### src/rtl/sbm_pkg.sv
package sbm_pkg;
  typedef enum logic {ST_IDLE, ST_EXEC} sbmState_t;

  // strobes from control to datapath, valid for one clock
  typedef struct packed {
    logic start;
    logic toggle;
    logic sample;
    logic shift;
    logic finish;
  } sbmStrb_t;
endpackage

### src/rtl/sbm_ctrl.sv
module sbm_ctrl
  import sbm_pkg::*;
#(
  parameter int DIV_W  = 8,
  parameter int DATA_W = 8
) (
  input  logic             clk,
  input  logic             rstN,
  input  logic             enable,
  input  logic             cfgCpha,
  input  logic [DIV_W-1:0] cfgDiv,
  output logic             busy,
  output sbmStrb_t         strb
);
  localparam int BIT_W = $clog2(DATA_W);
  localparam logic [BIT_W-1:0] LAST_BIT = BIT_W'(DATA_W - 1);

  sbmState_t        state;
  logic [DIV_W-1:0] divCnt;
  logic [BIT_W-1:0] bitCnt;
  logic             halfSel;  // 0: next edge is leading, 1: trailing
  logic             tick;

  assign busy = (state == ST_EXEC);
  assign tick = busy && (divCnt == cfgDiv);

  always_comb begin
    strb       = '0;
    strb.start = (state == ST_IDLE) && enable;
    if (tick) begin
      strb.toggle = 1'b1;
      strb.sample = (halfSel == cfgCpha);
      strb.shift  = (halfSel != cfgCpha) && !(cfgCpha && !halfSel && bitCnt == '0);
      strb.finish = halfSel && (bitCnt == LAST_BIT);
    end
  end

  always_ff @(posedge clk or negedge rstN) begin
    if (!rstN) begin
      state   <= ST_IDLE;
      divCnt  <= '0;
      bitCnt  <= '0;
      halfSel <= 1'b0;
    end else if (state == ST_IDLE) begin
      if (enable) begin
        state   <= ST_EXEC;
        divCnt  <= '0;
        bitCnt  <= '0;
        halfSel <= 1'b0;
      end
    end else if (tick) begin
      divCnt  <= '0;
      halfSel <= ~halfSel;
      if (halfSel) bitCnt <= bitCnt + 1'b1;
      if (strb.finish) state <= ST_IDLE;
    end else begin
      divCnt <= divCnt + 1'b1;
    end
  end

  AST_START_NEEDS_EN: assert property (@(posedge clk) disable iff (!rstN)
    $rose(busy) |-> $past(enable));

  AST_SAMPLE_XOR_SHIFT: assert property (@(posedge clk) disable iff (!rstN)
    !(strb.sample && strb.shift));
endmodule

### src/rtl/sbm_datapath.sv
module sbm_datapath
  import sbm_pkg::*;
#(
  parameter int DIV_W      = 8,
  parameter int DATA_W     = 8,
  parameter int NUM_SLAVES = 4
) (
  input  logic                          clk,
  input  logic                          rstN,
  input  sbmStrb_t                      strb,
  input  logic                          busy,
  input  logic                          cpol,
  input  logic                          cpha,
  input  logic [DIV_W-1:0]              clkDiv,
  input  logic [$clog2(NUM_SLAVES)-1:0] slaveAddr,
  input  logic [DATA_W-1:0]             txByte,
  input  logic                          miso,
  output logic                          cfgCpha,
  output logic [DIV_W-1:0]              cfgDiv,
  output logic [DATA_W-1:0]             rxByte,
  output logic                          sclk,
  output logic                          mosi,
  output logic [NUM_SLAVES-1:0]         ssN
);
  logic              cfgCpol;
  logic [DATA_W-1:0] txShift;
  logic [DATA_W-1:0] rxShift;

  assign mosi = txShift[DATA_W-1];

  always_ff @(posedge clk or negedge rstN) begin
    if (!rstN) begin
      cfgCpol <= 1'b0;
      cfgCpha <= 1'b0;
      cfgDiv  <= '0;
      txShift <= '0;
      rxShift <= '0;
      rxByte  <= '0;
      sclk    <= 1'b0;
      ssN     <= '1;
    end else if (strb.start) begin
      cfgCpol <= cpol;
      cfgCpha <= cpha;
      cfgDiv  <= clkDiv;
      txShift <= txByte;
      rxShift <= '0;
      sclk    <= cpol;
      ssN     <= ~(NUM_SLAVES'(1) << slaveAddr);
    end else if (!busy) begin
      sclk <= cpol;
    end else begin
      if (strb.toggle) sclk <= ~sclk;
      if (strb.sample) rxShift <= {rxShift[DATA_W-2:0], miso};
      if (strb.shift)  txShift <= {txShift[DATA_W-2:0], 1'b0};
      if (strb.finish) begin
        rxByte <= strb.sample ? {rxShift[DATA_W-2:0], miso} : rxShift;
        ssN    <= '1;
      end
    end
  end

  AST_IDLE_DESELECT: assert property (@(posedge clk) disable iff (!rstN)
    !busy |-> (&ssN));

  AST_ONE_SELECT: assert property (@(posedge clk) disable iff (!rstN)
    busy |-> ($countones(~ssN) == 1));

  AST_RX_STABLE: assert property (@(posedge clk) disable iff (!rstN)
    !$fell(busy) |-> $stable(rxByte));

  AST_SCLK_REST: assert property (@(posedge clk) disable iff (!rstN)
    $fell(busy) |-> (sclk == cfgCpol));
endmodule

### src/rtl/spi_byte_master.sv
module spi_byte_master
  import sbm_pkg::*;
#(
  parameter int DIV_W      = 8,
  parameter int DATA_W     = 8,
  parameter int NUM_SLAVES = 4,
  localparam int ADDR_W    = $clog2(NUM_SLAVES)
) (
  input  logic                  clk,
  input  logic                  rstN,
  input  logic                  enable,
  input  logic                  cpol,
  input  logic                  cpha,
  input  logic [DIV_W-1:0]      clkDiv,
  input  logic [ADDR_W-1:0]     slaveAddr,
  input  logic [DATA_W-1:0]     txByte,
  input  logic                  miso,
  output logic                  busy,
  output logic [DATA_W-1:0]     rxByte,
  output logic                  sclk,
  output logic                  mosi,
  output logic [NUM_SLAVES-1:0] ssN
);
  sbmStrb_t         strb;
  logic             cfgCpha;
  logic [DIV_W-1:0] cfgDiv;

  sbm_ctrl #(.DIV_W(DIV_W), .DATA_W(DATA_W)) ctrl_i (
    .clk(clk), .rstN(rstN), .enable(enable), .cfgCpha(cfgCpha),
    .cfgDiv(cfgDiv), .busy(busy), .strb(strb)
  );

  sbm_datapath #(.DIV_W(DIV_W), .DATA_W(DATA_W), .NUM_SLAVES(NUM_SLAVES)) dp_i (
    .clk(clk), .rstN(rstN), .strb(strb), .busy(busy), .cpol(cpol),
    .cpha(cpha), .clkDiv(clkDiv), .slaveAddr(slaveAddr), .txByte(txByte),
    .miso(miso), .cfgCpha(cfgCpha), .cfgDiv(cfgDiv), .rxByte(rxByte),
    .sclk(sclk), .mosi(mosi), .ssN(ssN)
  );

  AST_START_SELECTS: assert property (@(posedge clk) disable iff (!rstN)
    $rose(busy) |-> (ssN == ~(NUM_SLAVES'(1) << $past(slaveAddr))));
endmodule

### config.mk
export PLATFORM = sky130hd
export DESIGN_NAME = spi_byte_master
export DESIGN_NICKNAME = d
export VERILOG_FILES = /design/src/rtl/sbm_pkg.sv /design/src/rtl/sbm_ctrl.sv /design/src/rtl/sbm_datapath.sv /design/src/rtl/spi_byte_master.sv
export SDC_FILE = /design/constraint.sdc
export NUM_CORES = 1
export LEC_CHECK = 0
export BUFFER_PORTS_ARGS = -buffer_cell sky130_fd_sc_hd__buf_2
export CAP_MARGIN = 20
export CORE_ASPECT_RATIO = 2
export CORE_MARGIN = 4
export CORE_UTILIZATION = 49
export DETAILED_ROUTE_END_ITERATION = 8
export PLACE_DENSITY = 0.7
export REMOVE_ABC_BUFFERS = 1
export SLEW_MARGIN = 20
export SYNTH_ARGS = -nofsm -noshare
export SYNTH_HDL_FRONTEND = slang
export SYNTH_SLANG_ARGS = --single-unit
### constraint.sdc
create_clock -name clk -period 4.39 [get_ports clk]
set_input_delay 0.878 -clock clk [delete_from_list [all_inputs] [get_ports clk]]
set_output_delay 0.878 -clock clk [all_outputs]
set_load 0.05 [all_outputs]
* Word level (Yosys, flattened, before mapping)
Index checks and enable logic that the tools add are counted.
** Word-level totals
- Memories :: 0
- RAM bits :: 0
- Bits in latches :: 0
- ROM bits :: 0
- Bits in registers :: 51
- Output and inout port bits :: 15
** Operators by class
- Divide/modulo/power cells :: 0
- Bitwise gates (word level) :: 5
- Multipliers :: 0
- Shift-type cells :: 1
- Muxes and demuxes :: 27
- Add/sub/neg operators :: 2
- Reductions and logical operators :: 18
- Order comparisons :: 0
- Equal/unequal tests :: 7
** Operators by type and width (count)
- $mux W8 :: 9
- $mux W4 :: 4
- $mux W3 :: 4
- $mux W1 :: 10
- $add A8 B1 Y8 const B :: 1
- $eq A8 B8 Y1 :: 1
- $reduce_bool A2 Y1 :: 4
- $logic_and A1 B1 Y1 :: 6
- $reduce_and A2 Y1 :: 3
- $reduce_and A3 Y1 :: 2
- $ne A2 B2 Y1 const B :: 2
- $not A1 Y1 :: 4
- $not A4 Y4 :: 1
- $shl A1 B2 Y4 const A :: 1
- $add A3 B1 Y3 const B :: 1
- $eq A3 B3 Y1 const B :: 1
- $logic_not A3 Y1 :: 1
- $ne A3 B1 Y1 const B :: 1
- $logic_not A1 Y1 :: 2
- $eq A1 B1 Y1 :: 1
- $ne A1 B1 Y1 :: 1

* Depth between registers and ports, before layout
- Depth after elaboration :: 9
- Depth in mapped cells :: 8
- Depth with buffers taken out :: 7

* By module
From an unflattened synthesis, not the netlist that was laid out.
** Unflattened totals
- Cells, all modules :: 239
- Area, all modules :: 2716.4 µm²
** Modules (own cells, without submodules)
- sbm_datapath :: seq. area each 955.9 µm², area an instance 1803.0 µm², cells an instance 147, times used 1
- sbm_ctrl :: seq. area each 325.3 µm², area an instance 913.4 µm², cells an instance 92, times used 1

* Worst setup path after synthesis
No wires, ideal clock.
- Path type :: reg2reg
- From :: reg ctrl_i.halfSel
- To :: reg dp_i.rxShift[7]
- Cell stages (with the launch flop) :: 7
- Path buffers :: 1
- Data arrival time :: 1.911 ns
- Library setup time :: 0.121 ns
- Data required time :: 4.269 ns
- Period minus slack after synthesis :: 2.032 ns
- Setup slack :: 2.358 ns
- Cell sequence :: dfrtp_1 ha_1 clkbuf_2 inv_1 nor4_2 mux2_2 a22o_1
** On the way
- Cells in the longest elaborated chain, start to end :: 5
** RTL lines
- start: declaration :: line sbm_ctrl.sv:21 : logic halfSel;
- start signal: assignment :: line sbm_ctrl.sv:53 : halfSel <= ~halfSel;
- $eq A1 B1 Y1 :: line sbm_ctrl.sv:32 : strb.sample = (halfSel == cfgCpha);
- $mux W4 :: line sbm_ctrl.sv:30 : if (tick) begin
- $mux W8 (3 in series)
- end signal: assignment :: line sbm_datapath.sv:53 : if (strb.sample) rxShift <= {rxShift[DATA_W-2:0], miso};
- end: declaration :: line sbm_datapath.sv:27 : logic [DATA_W-1:0] rxShift;
No other way between the ends. The select of a mux whose other input is x is not followed.
A chain may end at the register's enable or synchronous reset.

* Final worst setup path
Same ends and word-level chain as after synthesis.

==> impl_metrics.csv <==
group,metric,value,unit
synthesis,synth_compound_area_share,13.4,%
synthesis,syn_inst,252,
synthesis,ys_seq_area_share,51.2,%
synthesis,yosys_warnings,0,
cts,clk_pin_slew,100,ps
min_path,hp-class,"flop to flop",
pwr,p_sw,702,uW
pwr,internal_power,1120,uW
final_layout,nets,318,
sta,clock.fmax,0.465,GHz
route,drc,0,
floorplanning,placementRows,36,
synthesis,yosysTopAreaCell,"dfrtp_1",
floorplanning,io_pins,39,
placement,gp_congestion,0.737,
pwr,ir_drop,0.369,mV
synthesis,synth_top_cell_area_share,47.0,%
sta,fin_crit,2150,ps
floorplanning,die_h,109,um
sta,hold_viol_final,0,
synthesis,synth_seq_cells,51,
cts,ctsHoldBuffers,0,
synthesis,ys_types,36,
global_route,grt_usage,18.4,%
global_route,grt_max_degree,52,
cts,ctsResizeCount,0,
synthesis,netlist_area,0.00250,mm^2
route,firstDrtPassIters,4,
floorplanning,initial_utilization,51.0,%
worst_setup_path,cp_max_fo,9,
synthesis,synth-simple-area-share,16.8,%
cts,cts_root_buf,"clkbuf_8",
synthesis,synth-async-reset-ratio,100,%
synthesis,ys_top_cells_by_count,"nand2_1 (54), dfrtp_1 (47), a21oi_1 (17)",
sta,fin_skew,15.0,ps
synthesis,synth.most_common_cell,"nand2_1",
floorplanning,core,0.00491,mm^2
cts,postCtsSetupBuffers,0,
floorplanning,die_area,0.00639,mm^2
final_layout,drive_above_1_share,22.5,%
synthesis,synth-edff-count,0,
placement,io_buffers,38,
sta,slew_headroom,42.4,%
worst_setup_path,crit_required,4600,ps
cts,numCtsBuffers,5,
pwr,p_leak,0.00136,uW
synthesis,synthAdderAreaFrac,3.00,%
final_layout,diodes,0,
sta,rsz0062_at_grt,"no",
sta,slew_viol_final,0,
sta,setup_ws,2240,ps
pwr,power_density,632,mW/mm^2
job,maxCapViolCount,0,
pwr,design_power_total,1820,uW
cts,clock_sinks,51,
cts,htree_levels,2,
worst_setup_path,start_kind,"flop",
global_route,grt_overflow,0,
route,drtIter0Drc,86,
floorplanning,die_w,58.5,um
route,drt-total-wl,5.29,mm
synthesis,postSynthAreaPerCell,9.94,um^2
route,num_vias,1924,
global_route,antenna_found_initial,0,
route,drtAntennaViolNets,0,
final_layout,register_area,0.00128,mm^2
synthesis,synth_area_leaders,"dfrtp_1 (47%), nand2_1 (8.1%), mux2i_1 (6.4%), dfstp_2 (4.2%), a21oi_1 (3.4%)",
sta,min_period_over_period,49.0,%
sta,worst_pin_slew,864,ps
synthesis,synth_top_family_by_area,"simple AND/OR/NAND/NOR gates",
placement,dpl.hpwl,3.74,mm
synthesis,synthMuxAreaShare,6.85,%
status,status,"completed",
placement,post-place-ws,2080,ps
pwr,p_sw_share,38.5,%
cts,insertion_delay,320,ps
global_route,grt_pass1_wl,8.93,mm
synthesis,synth_xor_area_share,5.05,%
worst_setup_path,cp-end-kind,"flop",
synthesis,synth_flop_cell,"dfrtp_1",
sta,final-setup-viol-count,0,
cts,cts_buffer_depth,2,
sta,tns,0,ps
pwr,clkPwrFrac,21.3,%
route,post_drt_wl_per_cell,15.3,um
cts,cts_tree,"done",
route,vias_per_cell,5.56,
worst_setup_path,worstSetupPathType,"flop to flop",
worst_setup_path,worstPathArrival,2360,ps
final_layout,n_fill_cell,458,
final_layout,area_growth,15.2,%
final_layout,multiInputGateArea,0.00113,mm^2
pwr,combPwrFrac,35.9,%
pwr,seqPwrFrac,42.8,%
global_route,grt_pass1_vias,1907,
==> stage by stage <==
step	hold WS, ps	cells	area (um^2)	utilization [%]
2_1_floorplan	467	238	2450	-
3_5_place_dp	477	338	2750	56.0
6_report	491	346	2880	58.7
5_1_grt	511	346	2880	58.7
3_3_place_gp	468	338	2750	56.0
4_1_cts	491	346	2880	58.7
==> final timing paths <==
check,start,endpoint,slack [ps],cells past startpoint
hold / removal,dp_i.ssN[0],dp_i.ssN[0],490,2
max in group asynchronous,rstN,dp_i.txShift[3],3270,2
min in group asynchronous,rstN,dp_i.cfgDiv[6],670,2
setup / recovery,ctrl_i.halfSel,dp_i.rxShift[7],2240,5
hold reg to reg,dp_i.ssN[0],dp_i.ssN[0],490,2
setup reg to reg,ctrl_i.halfSel,dp_i.rxShift[7],2240,5
==> logic make-up (layout without fill, tap and decap cells) <==
family / after synthesis / after routing
AOI/OAI and AO/OA: 58 / 58
xor gates and xnor gates: 11 / 11
adders and majority gates: 6 / 6
buffers and inverters: 24 / 61
DFF: 51 / 51
muxes: 17 / 17
and+or+nand+nor: 85 / 85
==> cells in the final DEF, fill, tap and decap left out, drive strengths merged, types with 2 or more instances in the layout <==
| cell | netlist | routed |
|---|---|---|
| clkbuf | 12 | 5 |
| nor4 | 3 | 3 |
| nor3b | 3 | 3 |
| nand3 | 3 | 3 |
| ha | 6 | 6 |
| inv | 10 | 10 |
| a31oi | 12 | 12 |
| o21ai | 16 | 16 |
| mux2i | 16 | 16 |
| o31ai | 2 | 2 |
| bufinv | 0 | 2 |
| a21o | 3 | 3 |
| dfrtp | 47 | 47 |
| nand2 | 54 | 54 |
| nand4 | 2 | 2 |
| a21oi | 17 | 17 |
| and3 | 2 | 2 |
| nor2 | 12 | 12 |
| nor3 | 3 | 3 |
| a211oi | 3 | 3 |
| dfstp | 4 | 4 |
| buf | 2 | 43 |
| o22ai | 3 | 3 |
| xnor2 | 10 | 10 |
==> cell type report <==
| class | count | share of cell area, % |
|---|---|---|
| repair buffers | 43 | 7.90 |
| clock buffers | 5 | 2.39 |
| flip-flops and latches | 51 | 44.4 |
| clock inverters | 3 | 2.34 |
| well taps | 57 | 2.47 |
| inverters | 10 | 1.30 |
| multi-input cells | 177 | 39.2 |
==> worst max-delay path, cell delays in order, from the launching register on <==
cell	delay, ps
dfrtp_1	430
ha_1	570
inv_1	120
nor4_2	390
mux2_2	380
a22o_1	170
==> power by group through the flow <==
stage               combinational (uW)  clock (uW)  sequential (uW)
floorplan                          416           0              867
global placement                   644           0              782
detailed placement                 660           0              790
CTS                                664         397              782
global route                       727         415              807
finish                             654         388              780
==> layer usage <==
layer	global-route usage, %	up-vias	share of wire, %
li1	-	934	-
met3	3.44	9	3.8
met1	21.7	942	40
met4	8.62	0	2.3
met5	0	-	0
met2	31.4	39	54
==> flip-flops by register name (all words and copies together), names as in the netlist, 3 cells and up <==
name / cells
ctrl_i.bitCnt: 3
dp_i.txShift: 8
ctrl_i.divCnt: 8
dp_i.cfgDiv: 8
dp_i.rxByte: 8
dp_i.rxShift: 8
dp_i.ssN: 4
Power figures use the tool's default switching activity.
